--- src/rtl/stx_pkg.sv ---
package stx_pkg;

    localparam int WORD_MAX = 8;
    localparam int WORD_MIN = 5;
    localparam int LEN_W    = 2;
    localparam int NB_W     = 4;
    localparam int HALF_W   = 5;

    typedef enum logic [1:0] {
        PAR_NONE     = 2'd0,
        PAR_EVEN     = 2'd1,
        PAR_ODD      = 2'd2,
        PAR_ALT_NONE = 2'd3
    } par_e;

    typedef enum logic [1:0] {
        STOP_ONE      = 2'd0,
        STOP_ONE_HALF = 2'd1,
        STOP_TWO      = 2'd2,
        STOP_ALT_TWO  = 2'd3
    } stop_e;

    typedef enum logic {
        ST_IDLE = 1'b0,
        ST_SEND = 1'b1
    } phase_e;

    // Frame shape captured at acceptance
    typedef struct packed {
        logic [NB_W-1:0]   nbits;
        logic              par_on;
        logic              par_bit;
        logic [HALF_W-1:0] total;
    } frame_t;

    function automatic logic [NB_W-1:0] word_bits(input logic [LEN_W-1:0] code);
        return NB_W'(code) + NB_W'(WORD_MIN);
    endfunction

    function automatic logic [2:0] stop_len(input stop_e m);
        case (m)
            STOP_ONE:      return 3'd2;
            STOP_ONE_HALF: return 3'd3;
            default:       return 3'd4;
        endcase
    endfunction

    // Places active bits so that index 0 is always sent first
    function automatic logic [WORD_MAX-1:0] order_word(
        input logic [WORD_MAX-1:0] d,
        input logic [NB_W-1:0]     n,
        input logic                msb
    );
        logic [WORD_MAX-1:0] r;
        r = '0;
        for (int i = 0; i < WORD_MAX; i++) begin
            if (i < int'(n)) begin
                r[i] = msb ? d[int'(n) - 1 - i] : d[i];
            end
        end
        return r;
    endfunction

    function automatic logic parity_of(
        input logic [WORD_MAX-1:0] d,
        input logic [NB_W-1:0]     n,
        input logic                odd
    );
        logic acc;
        acc = odd;
        for (int i = 0; i < WORD_MAX; i++) begin
            if (i < int'(n)) begin
                acc = acc ^ d[i];
            end
        end
        return acc;
    endfunction

    function automatic logic [HALF_W-1:0] frame_halves(
        input logic [NB_W-1:0] n,
        input logic            par_on,
        input logic [2:0]      stop_h
    );
        return HALF_W'(2) * (HALF_W'(1) + HALF_W'(n) + HALF_W'(par_on)) + HALF_W'(stop_h);
    endfunction

endpackage

--- src/rtl/stx_cfg_latch.sv ---
module stx_cfg_latch
    import stx_pkg::*;
#(
    parameter int DIV_W = 16
) (
    input  logic                clk,
    input  logic                rst,
    input  logic                load,
    input  logic [WORD_MAX-1:0] in_data,
    input  logic [LEN_W-1:0]    len_code,
    input  par_e                par_mode,
    input  stop_e               stop_mode,
    input  logic                msb_first,
    input  logic [DIV_W-1:0]    div_in,
    output frame_t              frm,
    output logic [WORD_MAX-1:0] word_q,
    output logic [DIV_W-1:0]    div_q
);

    frame_t              frm_nxt;
    logic [WORD_MAX-1:0] word_nxt;
    logic                par_on;

    always_comb begin
        par_on           = (par_mode == PAR_EVEN) || (par_mode == PAR_ODD);
        frm_nxt.nbits    = word_bits(len_code);
        frm_nxt.par_on   = par_on;
        frm_nxt.par_bit  = parity_of(in_data, frm_nxt.nbits, par_mode == PAR_ODD);
        frm_nxt.total    = frame_halves(frm_nxt.nbits, par_on, stop_len(stop_mode));
        word_nxt         = order_word(in_data, frm_nxt.nbits, msb_first);
    end

    always_ff @(posedge clk) begin
        if (rst) begin
            frm    <= '0;
            word_q <= '0;
            div_q  <= '0;
        end else if (load) begin
            frm    <= frm_nxt;
            word_q <= word_nxt;
            div_q  <= div_in;
        end
    end

endmodule

--- src/rtl/stx_halftick.sv ---
module stx_halftick #(
    parameter int DIV_W = 16
) (
    input  logic             clk,
    input  logic             rst,
    input  logic             run,
    input  logic [DIV_W-1:0] div,
    output logic             tick
);

    logic [DIV_W-1:0] cnt;
    logic [DIV_W-1:0] eff;

    always_comb begin
        eff  = (div == '0) ? DIV_W'(1) : div;
        tick = run && (cnt == eff - DIV_W'(1));
    end

    always_ff @(posedge clk) begin
        if (rst || !run || tick) begin
            cnt <= '0;
        end else begin
            cnt <= cnt + DIV_W'(1);
        end
    end

endmodule

--- src/rtl/stx_seq.sv ---
module stx_seq
    import stx_pkg::*;
(
    input  logic                clk,
    input  logic                rst,
    input  logic                accept,
    input  logic                tick,
    input  frame_t              frm,
    input  logic [WORD_MAX-1:0] word_q,
    output logic                busy,
    output logic                txd
);

    phase_e            phase;
    logic [HALF_W-1:0] hcnt;
    logic [NB_W-1:0]   idx;
    logic              lvl;
    logic              last_half;

    always_comb begin
        idx       = hcnt[HALF_W-1:1];
        last_half = tick && (hcnt == frm.total - HALF_W'(1));
        if (idx == '0) begin
            lvl = 1'b0;
        end else if (idx <= frm.nbits) begin
            lvl = word_q[3'(idx - NB_W'(1))];
        end else if (frm.par_on && (idx == frm.nbits + NB_W'(1))) begin
            lvl = frm.par_bit;
        end else begin
            lvl = 1'b1;
        end
        busy = (phase == ST_SEND);
        txd  = busy ? lvl : 1'b1;
    end

    always_ff @(posedge clk) begin
        if (rst) begin
            phase <= ST_IDLE;
            hcnt  <= '0;
        end else begin
            case (phase)
                ST_IDLE: begin
                    hcnt <= '0;
                    if (accept) phase <= ST_SEND;
                end
                default: begin
                    if (last_half) begin
                        phase <= ST_IDLE;
                        hcnt  <= '0;
                    end else if (tick) begin
                        hcnt <= hcnt + HALF_W'(1);
                    end
                end
            endcase
        end
    end

endmodule

--- src/rtl/serial_tx_core.sv ---
module serial_tx_core
    import stx_pkg::*;
#(
    parameter int DIV_W = 16
) (
    input  logic                clk,
    input  logic                rst,
    input  logic [DIV_W-1:0]    half_div,
    input  logic [LEN_W-1:0]    len_code,
    input  logic [1:0]          par_cfg,
    input  logic [1:0]          stop_cfg,
    input  logic                msb_first,
    input  logic [WORD_MAX-1:0] in_data,
    input  logic                in_valid,
    output logic                in_ready,
    output logic                busy,
    output logic                txd
);

    frame_t              frm;
    logic [WORD_MAX-1:0] word_q;
    logic [DIV_W-1:0]    div_q;
    logic                accept;
    logic                tick;
    logic                busy_w;

    assign in_ready = !busy_w;
    assign busy     = busy_w;
    assign accept   = in_valid && !busy_w;

    stx_cfg_latch #(.DIV_W(DIV_W)) u_cfg (
        .clk       (clk),
        .rst       (rst),
        .load      (accept),
        .in_data   (in_data),
        .len_code  (len_code),
        .par_mode  (par_e'(par_cfg)),
        .stop_mode (stop_e'(stop_cfg)),
        .msb_first (msb_first),
        .div_in    (half_div),
        .frm       (frm),
        .word_q    (word_q),
        .div_q     (div_q)
    );

    stx_halftick #(.DIV_W(DIV_W)) u_tick (
        .clk  (clk),
        .rst  (rst),
        .run  (busy_w),
        .div  (div_q),
        .tick (tick)
    );

    stx_seq u_seq (
        .clk    (clk),
        .rst    (rst),
        .accept (accept),
        .tick   (tick),
        .frm    (frm),
        .word_q (word_q),
        .busy   (busy_w),
        .txd    (txd)
    );

endmodule

--- config.mk ---
export PLATFORM = sky130hd
export DESIGN_NAME = serial_tx_core
export DESIGN_NICKNAME = d
export VERILOG_FILES = /design/src/rtl/stx_pkg.sv /design/src/rtl/stx_cfg_latch.sv /design/src/rtl/stx_halftick.sv /design/src/rtl/stx_seq.sv /design/src/rtl/serial_tx_core.sv
export SDC_FILE = /design/constraint.sdc
export NUM_CORES = 1
export LEC_CHECK = 0
export ABC_AREA = 1
export BUFFER_PORTS_ARGS = -buffer_cell sky130_fd_sc_hd__buf_2
export CAP_MARGIN = 10
export CORE_ASPECT_RATIO = 1.1
export CORE_MARGIN = 1
export CORE_UTILIZATION = 30
export DETAILED_ROUTE_END_ITERATION = 10
export MAX_ROUTING_LAYER = met4
export PLACE_DENSITY_LB_ADDON = 0.05
export SLEW_MARGIN = 10
export SYNTH_ARGS = -nofsm -noshare
export SYNTH_HDL_FRONTEND = slang
export SYNTH_SLANG_ARGS = --single-unit
--- constraint.sdc ---
create_clock -name clk -period 2.5 [get_ports clk]
set_input_delay 0.5 -clock clk [delete_from_list [all_inputs] [get_ports clk]]
set_output_delay 0.5 -clock clk [all_outputs]
set_load 0.02 [all_outputs]
# ---- Word level (Yosys, flattened, before mapping)
# Cells that the tools add are included.
dict set report classes {
  bitwise 9
  order_cmp 18
  n_reduce_logical 12
  muxes 59
  n_eq_ne 6
  n_addsub 18
}
# operator count
set op_table {}
lappend op_table {{$lt 32x5->1 const B} 8}
lappend op_table {{$sub 32x4->32 const B} 4}
lappend op_table {{$sub 32x3->32 const B} 2}
lappend op_table {{$mux 1} 48}
lappend op_table {{$sub 32x2->32 const B} 1}
lappend op_table {{$bmux 1 s3} 9}
lappend op_table {{$add 16x1->16 const B} 1}
lappend op_table {{$eq 16x16->1} 1}
lappend op_table {{$logic_not 16->1} 1}
lappend op_table {{$lt 3x4->1 const A} 4}
lappend op_table {{$mux 16} 1}
lappend op_table {{$sub 16x1->16 const B} 1}
lappend op_table {{$lt 1x4->1 const A} 2}
lappend op_table {{$lt 2x4->1 const A} 2}
lappend op_table {{$xor 1x1->1} 8}
lappend op_table {{$pmux 3 s2} 1}
lappend op_table {{$add 5x1->5 const B} 1}
lappend op_table {{$add 5x3->5} 1}
lappend op_table {{$eq 5x5->1} 1}
lappend op_table {{$sub 4x1->5 const B} 1}
lappend op_table {{$sub 5x1->5 const B} 1}
lappend op_table {{$add 1x4->4 const A} 1}
lappend op_table {{$add 2x3->4 const B} 1}
lappend op_table {{$add 4x1->4} 1}
lappend op_table {{other kinds (14)} 20}
dict set report totals {
  out_inout_bits 3
  elab_cells 131
  reg_bits 57
}

# ---- Longest topological paths before layout
# Gate-level depths: netlist of run 1.
dict set report depth {
  ltp_word 17
  mapped_depth 24
}

# ---- Modules after synthesis
# From an unflattened synthesis of run 1, not the netlist that was laid out.
dict set report hier_totals {
  cells_unflattened 662
  hier_area_um2 4264.1
}
# mod area_each_um2 cells_each instances
set modules_own_cells {}
lappend modules_own_cells {stx_cfg_latch 1906.8 273 1}
lappend modules_own_cells {stx_halftick 1546.5 248 1}
lappend modules_own_cells {stx_seq 797.0 138 1}
lappend modules_own_cells {serial_tx_core 13.8 3 1}

# ---- Worst setup path before layout of run 1
# No wires, ideal clock.
dict set report synth_path {
  kind {input port to flip-flop}
  from {in len_code[0]}
  to {reg, netlist name u_cfg.frm[2]}
  setup_ps 128
  t_arrival_ps 2385
  cell_stages 8
  setup_slack_ps -14
  path_cell_list {clkbuf_1 clkbuf_1 inv_1 fa_1 inv_1 fa_1 o21ai_0 a21oi_1}
}
# element line_no
set synth_lines {}
lappend synth_lines {{from (decl)} serial_tx_core.sv:9} ;# input logic [LEN_W-1:0] len_code,

# ---- Worst setup path in the final report of run 1
dict set report layout_path {
  from {reg, netlist name u_cfg.frm[9]}
  to {out txd}
}
dict set report layout_between {
  elab_chain_len 7
  word_cells_on_any_way 8
  classes_between {add/sub: 1; order compare: 1; eq/ne: 1; mux: 4; reduce/logical: 1}
}
# element line_no
set layout_rtl {}
lappend layout_rtl {{$add 4x1->4} stx_seq.sv:27} ;# end else if (frm.par_on && (idx == frm.nbits + NB_W'(1))) begin
lappend layout_rtl {{$eq 4x4->1} stx_seq.sv:27}
lappend layout_rtl {{$logic_and 1x1->1} stx_seq.sv:27}
lappend layout_rtl {{$mux 1} stx_seq.sv:27}
lappend layout_rtl {{$mux 1 (*)} stx_seq.sv:25} ;# end else if (idx <= frm.nbits) begin
lappend layout_rtl {{$mux 1 (*)} stx_seq.sv:23} ;# if (idx == '0) begin
lappend layout_rtl {{$mux 1 (*)} stx_seq.sv:33} ;# txd = busy ? lvl : 1'b1;
lappend layout_rtl {{to (decl)} serial_tx_core.sv:17} ;# output logic txd
# Mark *: on every way between the ends. The rest lies on a longest branch, timed or not.

==> results.txt, run 1 <==
----------------------------------------------------
[Routing]
  Via total after detailed routing ... 3833
  Pre-Repair DR Iteration Count ... 4
  Final Routed Wirelength ... 11.5 mm
  DRC marker count from the first detailed-route iteration ... 160
  WL/cell ... 14.0 um
  ANT nets after route ... 0
  Detailed-route vias per instance ... 4.65
  DRC ... 0

[Global route]
  Vias in the first global route ... 3796
  Largest net degree at the start of global routing ... 32
  Overall fraction of global-route tracks in use ... 18.8%
  Leftover overflow at the end of global routing ... 0
  Global-route wire length before repair ... 18.9 mm
  Initial antenna violation count ... 0

[Timing]
  Fin. max-slew vios ... 0
  Final hold slack ... 406 ps
  Final Hold Vio Count ... 0
  Clock period minus final worst setup slack ... 2440 ps
  Worst Max-Slew Pin Slew ... 504 ps
  RSZ-0062 raised after global routing ... yes
  Peak clock frequency supported by timing ... 0.410 GHz
  Worst relative slew slack ... 66.3%
  Final setup violation count ... 0
  Crit path setup slack, layout ... 58.2 ps
  Worst Clk Skew ... 5.52 ps
  Final period util ... 97.7%

[Cells and area]
  Synthesis-to-finish area growth ... 28.5%
  Net count reported at finish ... 716
  Inserted Diodes ... 0
  Utilization after layout ... 39.4%
  Layout cell share with drive strength beyond 1 ... 27.9%

[Clock network]
  Buffer depth of the longest clock path ... 2
  Clock tree from TritonCTS ... yes
  Post-CTS Hold Fix Bufs ... 0
  Worst skew pair latency ... 340 ps
  Root buffer selected by CTS ... sky130_fd_sc_hd__clkbuf_16
  Depth of the CTS H-tree ... 3
  Count of clock tree sinks ... 57
  Number of buffers added by the clock tree synthesis step ... 9
  Clock-pin slew reported for the worst setup and hold paths after clock tree synthesis ... 50 ps

[Setup path]
  Max stage delay on crit path ... 350 ps
  Capturing element type of the critical path ... output port
  Largest fanout of any net on the critical path ... 3
  Cell with the largest stage delay on the worst path ... sky130_fd_sc_hd__dfxtp_2
  Worst path arrival time ... 1940 ps
  Crit-path leading delay family ... compound AO/OA/AOI/OAI gates
  Cell repeated most along the worst path ... sky130_fd_sc_hd__inv_1
  Worst Path Required ... 2000 ps
  Category of the worst setup path launch point ... flop
  Critical R2R Launch ... u_cfg.div_q[13]
  Start point of the critical path ... u_cfg.frm[9]
  Class of the most critical setup path ... flop to output port
  Number of buffer and inverter stages on the critical path ... 3
  Cell chain of the critical path ... inv_1 > ha_1 > nand2_1 > inv_1 > o21ai_1 > a32oi_2 > a32o_2 > o21ai_2 > buf_6

[Status]
  Result of the run ... finished, final reports clean

[Synth]
  Top-count cell post-synth ... sky130_fd_sc_hd__nand2_1
  Number of enable flip-flop cells after synthesis ... 0
  Post-synthesis cell type count ... 46
  Flops & latches, synth ... 57
  Mean Syn Cell Area ... 7.02 um^2
  Warnings from Yosys ... 0
  Sequential share of the synthesized area ... 28.1%
  Area leader, netlist ... sky130_fd_sc_hd__dfxtp_1
  Cell area after technology mapping ... 4060 um^2
  Most instantiated flip-flop cell in the synthesis netlist ... sky130_fd_sc_hd__dfxtp_1
  Fraction of registers with async set/reset ... 0%
  Most numerous cell types in the synthesized netlist ... 111 x sky130_fd_sc_hd__nand2_1, 75 x sky130_fd_sc_hd__inv_1, 57 x sky130_fd_sc_hd__dfxtp_1
  Top post-synthesis cells by area ... sky130_fd_sc_hd__dfxtp_1 28%, sky130_fd_sc_hd__nand2_1 10%, sky130_fd_sc_hd__inv_1 6.9%
  Post-Syn Nets ... 634
  Share of Yosys cell area claimed by the top area cell type ... 28.1%
  Gate count after technology mapping ... 578

[Floorplan]
  Die height ... 124 um
  Boundary pin count ... 37
  Die width ... 113 um
  Placement row count ... 44
  Initial core utilization ... 30.7%
  Placeable core region ... 13200 um^2
  Die area ... 14000 um^2

[Hold path]
  Hold Crit Start ... rst
  Hold WC Path Type ... input pin to flop

[Placement]
  Final estimated routing congestion in global placement ... 0.799
  Hpwl dp ... 9.42 mm
  Setup slack after placement ... -162 ps
  IO Port Bufs ... 36

[Power]
  Design Power ... 0.00341 W
  Worst ir drop on vdd ... 244 uV
  P_leak ... 2.34 nW
  Power per cell area ... 655 nW/um^2

[Run]
  Max-cap violations ... 0

----------------------------------------------------
-- final timing paths --
| check | to | slack [ps] | depth (start not counted) |
|---|---|---|---|
| hold reg to reg | u_cfg.word_q[7] | 460 | 2 |
| setup reg to reg | u_tick.cnt[3] | 100 | 20 |
| hold / removal | u_cfg.word_q[7] | 410 | 2 |
| setup / recovery | txd | 60 | 9 |
-- worst register-to-register path: stages (launching register included) --
cell                       delay [ps]
sky130_fd_sc_hd__dfxtp_2          330
sky130_fd_sc_hd__nor2_4           120
sky130_fd_sc_hd__nand2_1           60
sky130_fd_sc_hd__nor2_1           120
sky130_fd_sc_hd__nand2_2           70
sky130_fd_sc_hd__nand2_2           70
sky130_fd_sc_hd__inv_2             50
sky130_fd_sc_hd__ha_4             170
sky130_fd_sc_hd__nand2_4          110
sky130_fd_sc_hd__inv_2             40
sky130_fd_sc_hd__nand2_1           50
sky130_fd_sc_hd__nand2_1           50
sky130_fd_sc_hd__nand2_1           70
sky130_fd_sc_hd__xor2_1           210
sky130_fd_sc_hd__nor3_2            70
sky130_fd_sc_hd__nand3_2          110
sky130_fd_sc_hd__clkinv_2          80
sky130_fd_sc_hd__nand2_4           90
sky130_fd_sc_hd__nand2_8          100
sky130_fd_sc_hd__buf_4            180
sky130_fd_sc_hd__nor3b_1          160
-- logic make-up (layout without fill, tap and decap cells) --
logic type / after synthesis / count (layout) / synth area share (%)
compound gates: 106 / 106 / 14.1
xor+xnor: 45 / 45 / 10.1
mux: 1 / 1 / 0.247
flops: 57 / 57 / 28.1
buf+inv: 98 / 183 / 9.72
fa+ha+maj: 22 / 22 / 7.16
simple gates: 249 / 249 / 30.6
-- metrics by stage --
step	std cells	TNS (ps)	area [um^2]
after global placement	804	-2460	4710
after floorplan	578	0	4060
after global routing	824	-1290	5210
after detailed placement	804	-3080	4710
final	824	0	5210
after CTS	819	0	5040
-- cells in the final DEF (no fill, tap or decap), types with 17 or more instances in the layout --
master,netlist,routed
sky130_fd_sc_hd__nand2_1,111,101
sky130_fd_sc_hd__inv_1,75,71
sky130_fd_sc_hd__nor2_1,56,52
sky130_fd_sc_hd__o21ai_0,54,52
sky130_fd_sc_hd__buf_4,0,48
sky130_fd_sc_hd__dfxtp_1,57,44
sky130_fd_sc_hd__a21oi_1,38,37
sky130_fd_sc_hd__buf_2,1,35
sky130_fd_sc_hd__nand3_1,26,26
sky130_fd_sc_hd__xnor2_1,24,21
sky130_fd_sc_hd__xor2_1,20,19
sky130_fd_sc_hd__nor2_4,13,17
sky130_fd_sc_hd__ha_1,20,17
-- metal layers --
layer | global-route usage (%) | vias to the layer above | routed length [um]
met3 | 4.28 | 18 | 320
li1 | - | 2027 | -
met4 | 7.48 | 0 | 217
met2 | 34.8 | 44 | 6170
met5 | - | - | 0
met1 | 19.6 | 1744 | 4840
-- area by class of cell --
type | count | area [um^2]
Fill cell | 1434 | 8000
Inverter | 80 | 307
Clock buffer | 13 | 240
Multi-Input combinational cell | 423 | 2690
Clock inverter | 1 | 5.00
Sequential cell | 57 | 1160
Timing Repair Buffer | 89 | 612
Tap cell | 161 | 201
-- sequential cells by signal, indices dropped and copies added (netlist names) --
name / flops
u_seq.hcnt: 5
u_cfg.div_q: 16
u_tick.cnt: 16
u_seq.busy: 1
u_cfg.frm: 11
u_cfg.word_q: 8
-- what timing repair did --
| action | in CTS | in global routing |
|---|---|---|
| setup buffers | 1 | 5 |
| pin swaps | 5 | 25 |
| setup endpoints to repair | 23 | 23 |
| resized for setup | 21 | 41 |
-- where the power goes --
group	internal (W)	switching [W]	leakage [nW]	total (W)
clock	0.000656	0.000408	0.120	0.00106
sequential	0.000992	0.0000613	0.471	0.00105
combinational	0.000569	0.000727	1.75	0.00130
total	0.00222	0.00120	2.34	0.00341
(Power assumes the default switching activity.)
==> run 2, diff against run 1 <==
--- a/config.mk
+++ b/config.mk
@@ -13,7 +13,6 @@
 export CORE_UTILIZATION = 30
 export DETAILED_ROUTE_END_ITERATION = 10
 export MAX_ROUTING_LAYER = met4
-export PLACE_DENSITY_LB_ADDON = 0.05
 export SLEW_MARGIN = 10
 export SYNTH_ARGS = -nofsm -noshare
 export SYNTH_HDL_FRONTEND = slang
==> run 2 against run 1 <==
Effect of this change:
- cell count shrank 0.85%
- sequential power is essentially flat
- count of clock-buffer cells in the layout shrank 2
- global-route usage shrank 2.2 points
- critical path type unchanged
- largest power group is now clock
==> results.txt, run 2 (synthesis results as in run 1) <==
----------------------------------------------------
[Cells and area]
  Layout cell share with drive strength beyond 1 ... 27.4% (was 27.9%)
  Net count reported at finish ... 707 (was 716)
  Inserted Diodes ... 0 (unchanged)
  Non-Filler Instances ... 817 (was 824)
  Largest registers ... u_cfg.div_q: 16 flops, u_tick.cnt: 16 flops, u_cfg.frm: 11 flops (unchanged)
  Most frequent cells in the layout ... 105 x sky130_fd_sc_hd__nand2_1, 73 x sky130_fd_sc_hd__inv_1, 52 x sky130_fd_sc_hd__o21ai_0 (was 101 x sky130_fd_sc_hd__nand2_1, 71 x sky130_fd_sc_hd__inv_1, 52 x sky130_fd_sc_hd__nor2_1, 52 x sky130_fd_sc_hd__o21ai_0, 48 x sky130_fd_sc_hd__buf_4)
  Synthesis-to-finish area growth ... 29.2% (was 28.5%)
  Utilization after layout ... 39.6% (was 39.4%)
  Layout fillers ... 1406 (was 1434)
  Most frequent standard cell in the layout excluding fill and tap cells ... sky130_fd_sc_hd__nand2_1 (unchanged)

[Clock network]
  Post-CTS Hold Fix Bufs ... 0 (unchanged)
  Buffer depth of the longest clock path ... 2 (unchanged)
  Number of buffers added by the clock tree synthesis step ... 9 (unchanged)
  Root buffer selected by CTS ... sky130_fd_sc_hd__clkbuf_16 (unchanged)
  Clock tree from TritonCTS ... yes (unchanged)
  Worst skew pair latency ... 330 ps (was 340 ps)
  Clock-pin slew reported for the worst setup and hold paths after clock tree synthesis ... 50 ps (about the same)
  Count of clock tree sinks ... 57 (unchanged)
  Depth of the CTS H-tree ... 3 (unchanged)

[Global route]
  Overall fraction of global-route tracks in use ... 16.6% (was 18.8%)
  Initial antenna violation count ... 0 (unchanged)
  Largest net degree at the start of global routing ... 44 (was 32)
  Global-route wire length before repair ... 17.6 mm (was 18.9 mm)
  Vias in the first global route ... 3790 (was 3796)
  Leftover overflow at the end of global routing ... 0 (unchanged)

[Timing]
  Worst Max-Slew Pin Slew ... 617 ps (was 504 ps)
  RSZ-0062 raised after global routing ... yes (unchanged)
  Final period util ... 97.1% (was 97.7%)
  Clock period minus final worst setup slack ... 2430 ps (was 2440 ps)
  Final setup violation count ... 0 (unchanged)
  Fin. max-slew vios ... 0 (unchanged)
  Peak clock frequency supported by timing ... 0.412 GHz (was 0.410 GHz)
  Worst relative slew slack ... 58.8% (was 66.3%)
  Worst Clk Skew ... 4.47 ps (was 5.52 ps)
  Final Hold Vio Count ... 0 (unchanged)

[Placement]
  Final estimated routing congestion in global placement ... 0.861 (was 0.799)
  IO Port Bufs ... 36 (unchanged)
  Hpwl dp ... 8.02 mm (was 9.42 mm)
  Placed Cells incl. Taps ... 793 (was 804)

[Setup path]
  Class of the most critical setup path ... flop to output port (unchanged)
  Worst Path Required ... 2000 ps (about the same)
  Number of buffer and inverter stages on the critical path ... 3 (unchanged)
  Crit-path leading delay family ... compound AO/OA/AOI/OAI gates (unchanged)
  Max stage delay on crit path ... 350 ps (about the same)
  Capturing element type of the critical path ... output port (unchanged)
  Worst path arrival time ... 1930 ps (was 1940 ps)
  Cell repeated most along the worst path ... sky130_fd_sc_hd__inv_1 (unchanged)
  Cell chain of the critical path ... inv_1 > ha_1 > nand2_1 > inv_1 > o21ai_1 > a32oi_2 > a32o_1 > o21ai_2 > buf_6 (was inv_1 > ha_1 > nand2_1 > inv_1 > o21ai_1 > a32oi_2 > a32o_2 > o21ai_2 > buf_6)
  Largest fanout of any net on the critical path ... 2 (was 3)
  Number of cells on the worst reg-to-reg path ... 19 (was 20)
  Count of cell instances traversed by the critical path ... 9 (unchanged)
  Cell with the largest stage delay on the worst path ... sky130_fd_sc_hd__dfxtp_1 (was sky130_fd_sc_hd__dfxtp_2)
  Category of the worst setup path launch point ... flop (unchanged)

[Floorplan]
  Die width ... 113 um (unchanged)
  Die area ... 14000 um^2 (unchanged)
  Boundary pin count ... 37 (unchanged)
  Placeable core region ... 13200 um^2 (unchanged)
  Placement row count ... 44 (unchanged)
  Initial core utilization ... 30.7% (unchanged)
  Die height ... 124 um (unchanged)

[Power]
  Power per cell area ... 717 nW/um^2 (was 655 nW/um^2)
  P_leak ... 2.33 nW (was 2.34 nW)
  Worst ir drop on vdd ... 275 uV (was 244 uV)

[Routing]
  Detailed-route vias per instance ... 4.68 (was 4.65)
  WL/cell ... 12.9 um (was 14.0 um)
  Final Routed Wirelength ... 10.5 mm (was 11.5 mm)
  Pre-Repair DR Iteration Count ... 4 (unchanged)
  Via total after detailed routing ... 3822 (was 3833)
  ANT nets after route ... 0 (unchanged)
  DRC ... 0 (unchanged)
  DRC marker count from the first detailed-route iteration ... 110 (was 160)

[Status]
  Result of the run ... finished, final reports clean (unchanged)

[Hold path]
  Hold WC Path Type ... input pin to flop (unchanged)
  Hold depth ... 3 (was 2)

[Run]
  Max-cap violations ... 0 (unchanged)

----------------------------------------------------
-- run 2: cell types whose count changed in the layout (fill, tap and decap cells not counted), moves of 3 or more --
cell	previous run	this run
sky130_fd_sc_hd__buf_4	48	42
sky130_fd_sc_hd__buf_6	5	1
sky130_fd_sc_hd__bufinv_16	0	3
sky130_fd_sc_hd__clkbuf_1	4	1
sky130_fd_sc_hd__dfxtp_1	44	40
sky130_fd_sc_hd__dfxtp_2	13	16
sky130_fd_sc_hd__nand2_1	101	105
sky130_fd_sc_hd__nand2_2	13	9
sky130_fd_sc_hd__nor2_1	52	48
sky130_fd_sc_hd__nor2_4	17	20
-- run 2: worst min-delay path, cell delays in order --
cell and delay (ps):
sky130_fd_sc_hd__buf_2 80, sky130_fd_sc_hd__o21ai_0 70, sky130_fd_sc_hd__nor2_1 80
-- run 2: area by class of cell --
type	instances	area [um^2]	area share (%)
Tap cell	161	201	3.85
Clock buffer	11	243	4.63
Multi-Input combinational cell	423	2680	51.2
Inverter	80	304	5.81
Clock inverter	5	103	1.96
Timing Repair Buffer	80	542	10.3
Sequential cell	57	1160	22.2
-- run 2: report_power, final --
part | internal (W) | total [W] | switching [W]
Sequential | 0.000994 | 0.00106 | 0.0000686
Combinational | 0.000540 | 0.00125 | 0.000713
Clock | 0.000998 | 0.00144 | 0.000443
Total | 0.00253 | 0.00376 | 0.00122
-- run 2: routing by layer --
metal | wire length (um) | share of wire (%) | vias to the layer above | global-route usage [%]
li1 | - | - | 2011 | -
met1 | 4700 | 45 | 1717 | 19.0
met2 | 5240 | 50 | 69 | 29.2
met3 | 328 | 3.1 | 25 | 2.24
met4 | 276 | 2.6 | 0 | 7.89
met5 | 0 | 0 | - | -
-- run 2: repair_timing --
item,CTS,global route
gates resized for setup,10,49
endpoints found under the setup margin,23,23
setup buffers,0,9
gates cloned,0,0
pin swaps,3,25
-- run 2: through the flow --
stage / instance area [um^2] / hold slack [ps] / setup WS (ps) / TNS [ps] / total power [W]
after floorplan: 4060 / 437 / 75.6 / 0 / 0.00183
after global placement: 4640 / 459 / -17.6 / -61.8 / 0.00218
after detailed placement: 4640 / 465 / -68.1 / -406 / 0.00218
after CTS: 5010 / 417 / 6.61 / 0 / 0.00365
after global routing: 5240 / 440 / -91.6 / -1370 / 0.00398
final: 5240 / 426 / 72.8 / 0 / 0.00376
-- run 2: worst paths after layout --
path | slack, ps | end | start
setup / recovery | 70 | txd | u_cfg.frm[10]
hold / removal | 430 | u_cfg.div_q[15] | half_div[15]
setup reg to reg | 80 | u_seq.busy | u_cfg.div_q[13]
hold reg to reg | 470 | u_cfg.word_q[7] | u_cfg.word_q[7]
==> run 3, diff against run 2 <==
--- a/config.mk
+++ b/config.mk
@@ -9,10 +9,11 @@
 export BUFFER_PORTS_ARGS = -buffer_cell sky130_fd_sc_hd__buf_2
 export CAP_MARGIN = 10
 export CORE_ASPECT_RATIO = 1.1
-export CORE_MARGIN = 1
+export CORE_MARGIN = 2
 export CORE_UTILIZATION = 30
 export DETAILED_ROUTE_END_ITERATION = 10
 export MAX_ROUTING_LAYER = met4
+export RECOVER_POWER = 50
 export SLEW_MARGIN = 10
 export SYNTH_ARGS = -nofsm -noshare
 export SYNTH_HDL_FRONTEND = slang
==> run 3 against run 2 <==
Effect of this change:
- die area is 3.4% higher
- total power is 11% lower
- cell count is 0.98% lower
- critical path type is now flop to flop
- critical endpoint is now u_seq.hcnt[2]
- critical path depth is 15 higher
- core utilization is 1.1 points lower
==> results.txt, run 3 (synthesis results as in run 1) <==
----------------------------------------------------
[Floorplan]
  Die height ... 126 um (was 124 um)
  Placement row count ... 44 (unchanged)
  Die area ... 14500 um^2 (was 14000 um^2)
  Die width ... 115 um (was 113 um)
  Placeable core region ... 13200 um^2 (unchanged)
  Initial core utilization ... 30.7% (unchanged)
  Boundary pin count ... 37 (unchanged)

[Timing]
  Clock period minus final worst setup slack ... 2410 ps (was 2430 ps)
  RSZ-0062 raised after global routing ... yes (unchanged)
  Peak clock frequency supported by timing ... 0.415 GHz (was 0.412 GHz)
  Worst relative slew slack ... 43.5% (was 58.8%)
  Final hold slack ... 420 ps (was 426 ps)
  Worst Clk Skew ... 7.53 ps (was 4.47 ps)
  Final Hold Vio Count ... 0 (unchanged)
  Fin. max-slew vios ... 0 (unchanged)
  Final period util ... 96.5% (was 97.1%)
  Worst Max-Slew Pin Slew ... 847 ps (was 617 ps)
  Final setup violation count ... 0 (unchanged)

[Setup path]
  Crit-path leading delay family ... simple AND/OR/NAND/NOR gates (was compound AO/OA/AOI/OAI gates)
  Worst path arrival time ... 2630 ps (was 1930 ps)
  Capturing element type of the critical path ... flop (was output port)
  Number of buffer and inverter stages on the critical path ... 3 (unchanged)
  Critical R2R Launch ... u_cfg.div_q[12] (was u_cfg.div_q[13])
  Cell repeated most along the worst path ... sky130_fd_sc_hd__nand2_2 (was sky130_fd_sc_hd__inv_1)
  Largest fanout of any net on the critical path ... 7 (was 2)
  Cell with the largest stage delay on the worst path ... sky130_fd_sc_hd__dfxtp_1 (unchanged)
  Number of cells on the worst reg-to-reg path ... 24 (was 19)
  Category of the worst setup path launch point ... flop (unchanged)
  Reg2Reg Capture Point ... u_seq.hcnt[2] (was u_seq.busy)
  Cell chain of the critical path ... nor2_4 > nand2_2 > nor2_2 > nand2_2 > nand2_2 > inv_2 > ha_4 > nand2_4 > nor2_4 > nand2_2 > nand2_2 > nand2_1 > nand2_1 > nand2_1 > nor2_1 > nand2_1 > nor2_2 > nand2_2 > inv_2 > nand2_4 > nand2_8 > nand2_4 > inv_4 > nor2_1 (was inv_1 > ha_1 > nand2_1 > inv_1 > o21ai_1 > a32oi_2 > a32o_1 > o21ai_2 > buf_6)
  Class of the most critical setup path ... flop to flop (was flop to output port)
  Register-to-register path setup slack ... 90 ps (was 80 ps)
  Worst Path Required ... 2720 ps (was 2000 ps)
  Max stage delay on crit path ... 390 ps (was 350 ps)

[Cells and area]
  Layout fillers ... 1442 (was 1406)
  Net count reported at finish ... 699 (was 707)
  Most frequent cells in the layout ... 102 x sky130_fd_sc_hd__nand2_1, 73 x sky130_fd_sc_hd__inv_1, 51 x sky130_fd_sc_hd__o21ai_0 (was 105 x sky130_fd_sc_hd__nand2_1, 73 x sky130_fd_sc_hd__inv_1, 52 x sky130_fd_sc_hd__o21ai_0)
  Synthesis-to-finish area growth ... 25.5% (was 29.2%)
  Inserted Diodes ... 0 (unchanged)
  Largest registers ... u_cfg.div_q: 16 flops, u_tick.cnt: 16 flops, u_cfg.frm: 11 flops (unchanged)
  Most frequent standard cell in the layout excluding fill and tap cells ... sky130_fd_sc_hd__nand2_1 (unchanged)
  Layout cell share with drive strength beyond 1 ... 25.6% (was 27.4%)

[Hold path]
  Hold depth ... 3 (unchanged)
  Hold Crit Start ... half_div[14] (was half_div[15])
  Terminating pin of the worst hold path ... u_cfg.div_q[14] (was u_cfg.div_q[15])
  Hold WC Path Type ... input pin to flop (unchanged)

[Clock network]
  Worst skew pair latency ... 330 ps (about the same)
  Depth of the CTS H-tree ... 3 (unchanged)
  Count of clock tree sinks ... 57 (unchanged)
  Root buffer selected by CTS ... sky130_fd_sc_hd__clkbuf_16 (unchanged)
  Number of buffers added by the clock tree synthesis step ... 9 (unchanged)
  Buffer depth of the longest clock path ... 2 (unchanged)
  Post-CTS Hold Fix Bufs ... 0 (unchanged)
  Clock-pin slew reported for the worst setup and hold paths after clock tree synthesis ... 50 ps (about the same)
  Clock tree from TritonCTS ... yes (unchanged)

[Placement]
  IO Port Bufs ... 36 (unchanged)
  Hpwl dp ... 8.13 mm (was 8.02 mm)
  Final estimated routing congestion in global placement ... 0.886 (was 0.861)

[Global route]
  Leftover overflow at the end of global routing ... 0 (unchanged)
  Met1 track utilization from global routing ... 19.1% (was 19.0%)
  GRT busiest layer ... met2 (unchanged)
  Initial antenna violation count ... 0 (unchanged)
  GR met3 Demand/Resource ... 3.56% (was 2.24%)
  Largest net degree at the start of global routing ... 44 (unchanged)
  GR met2 Demand/Resource ... 26.4% (was 29.2%)
  Vias in the first global route ... 3794 (was 3790)
  Global-route wire length before repair ... 17.8 mm (was 17.6 mm)
  Overall fraction of global-route tracks in use ... 15.9% (was 16.6%)

[Routing]
  Final Routed Wirelength ... 10.7 mm (was 10.5 mm)
  Detailed-route vias per instance ... 4.72 (was 4.68)
  DRC marker count from the first detailed-route iteration ... 134 (was 110)
  WL/cell ... 13.2 um (was 12.9 um)
  Via total after detailed routing ... 3819 (was 3822)
  Pre-Repair DR Iteration Count ... 4 (unchanged)
  ANT nets after route ... 0 (unchanged)
  DRC ... 0 (unchanged)

[Power]
  Design Power ... 0.00336 W (was 0.00376 W)
  Worst ir drop on vdd ... 255 uV (was 275 uV)
  Power per cell area ... 660 nW/um^2 (was 717 nW/um^2)
  P_leak ... 2.26 nW (was 2.33 nW)

[Status]
  Result of the run ... finished, final reports clean (unchanged)

[Run]
  Max-cap violations ... 0 (unchanged)

----------------------------------------------------
## run 3: worst max-delay path by stage
stage / from / end / slack, ps / cells after the start
4_1_cts: u_cfg.frm[8] / txd / 10 / 9
3_5_place_dp: u_cfg.div_q[10] / u_seq.busy / -90 / 21
5_1_grt: u_cfg.div_q[12] / u_seq.hcnt[2] / -70 / 24
3_3_place_gp: u_cfg.div_q[10] / u_seq.busy / -50 / 21
6_report: u_cfg.div_q[12] / u_seq.hcnt[2] / 90 / 24
2_1_floorplan: len_code[0] / u_cfg.frm[2] / 80 / 8
## run 3: layer usage
metal / part of all wire, % / wire (um)
met5: 0 / 0
met4: 2.0 / 216
met3: 3.9 / 421
met2: 49 / 5270
met1: 45 / 4800
## run 3: repair_timing
action,4_1_cts,5_1_grt
setup endpoints to repair,22,23
gates resized for setup,10,47
pin swaps,5,23
setup buffers,1,1
## run 3: cell type report
cell class              count  area [um^2]  area share [%]
repair buffers             72          484            9.51
multi-input cells         423         2690            52.8
clock buffers              12          236            4.64
clock inverters             4         20.0           0.393
well taps                 161          201            3.96
flip-flops and latches     57         1150            22.7
inverters                  80          304            5.97
## run 3: worst reg2reg max path, cell delays in order (launching register included)
cell	delay (ps)
sky130_fd_sc_hd__dfxtp_1	390
sky130_fd_sc_hd__nor2_4	50
sky130_fd_sc_hd__nand2_2	70
sky130_fd_sc_hd__nor2_2	40
sky130_fd_sc_hd__nand2_2	70
sky130_fd_sc_hd__nand2_2	60
sky130_fd_sc_hd__inv_2	70
sky130_fd_sc_hd__ha_4	160
sky130_fd_sc_hd__nand2_4	80
sky130_fd_sc_hd__nor2_4	150
sky130_fd_sc_hd__nand2_2	70
sky130_fd_sc_hd__nand2_2	70
sky130_fd_sc_hd__nand2_1	50
sky130_fd_sc_hd__nand2_1	80
sky130_fd_sc_hd__nand2_1	70
sky130_fd_sc_hd__nor2_1	100
sky130_fd_sc_hd__nand2_1	70
sky130_fd_sc_hd__nor2_2	100
sky130_fd_sc_hd__nand2_2	90
sky130_fd_sc_hd__inv_2	70
sky130_fd_sc_hd__nand2_4	60
sky130_fd_sc_hd__nand2_8	110
sky130_fd_sc_hd__nand2_4	80
sky130_fd_sc_hd__inv_4	90
sky130_fd_sc_hd__nor2_1	50
## run 3: power breakdown
group          internal (W)  leakage (nW)  switching, W
Sequential         0.000991         0.470     0.0000655
Clock              0.000662         0.130      0.000417
Combinational      0.000512          1.66      0.000712
Total               0.00217          2.26       0.00120
## run 3: metrics by stage
| stage | instances | cell area (um^2) | setup TNS, ps | utilization (%) | setup WS [ps] |
|---|---|---|---|---|---|
| detailed placement | 792 | 4630 | -1320 | 35.1 | -93.7 |
| CTS | 809 | 4930 | 0 | 37.3 | 11.4 |
| floorplan | 578 | 4060 | 0 | - | 75.6 |
| finish | 809 | 5090 | 0 | 38.5 | 87.5 |
| global placement | 792 | 4630 | -577 | 35.1 | -51.0 |
| global route | 809 | 5090 | -567 | 38.5 | -70.5 |
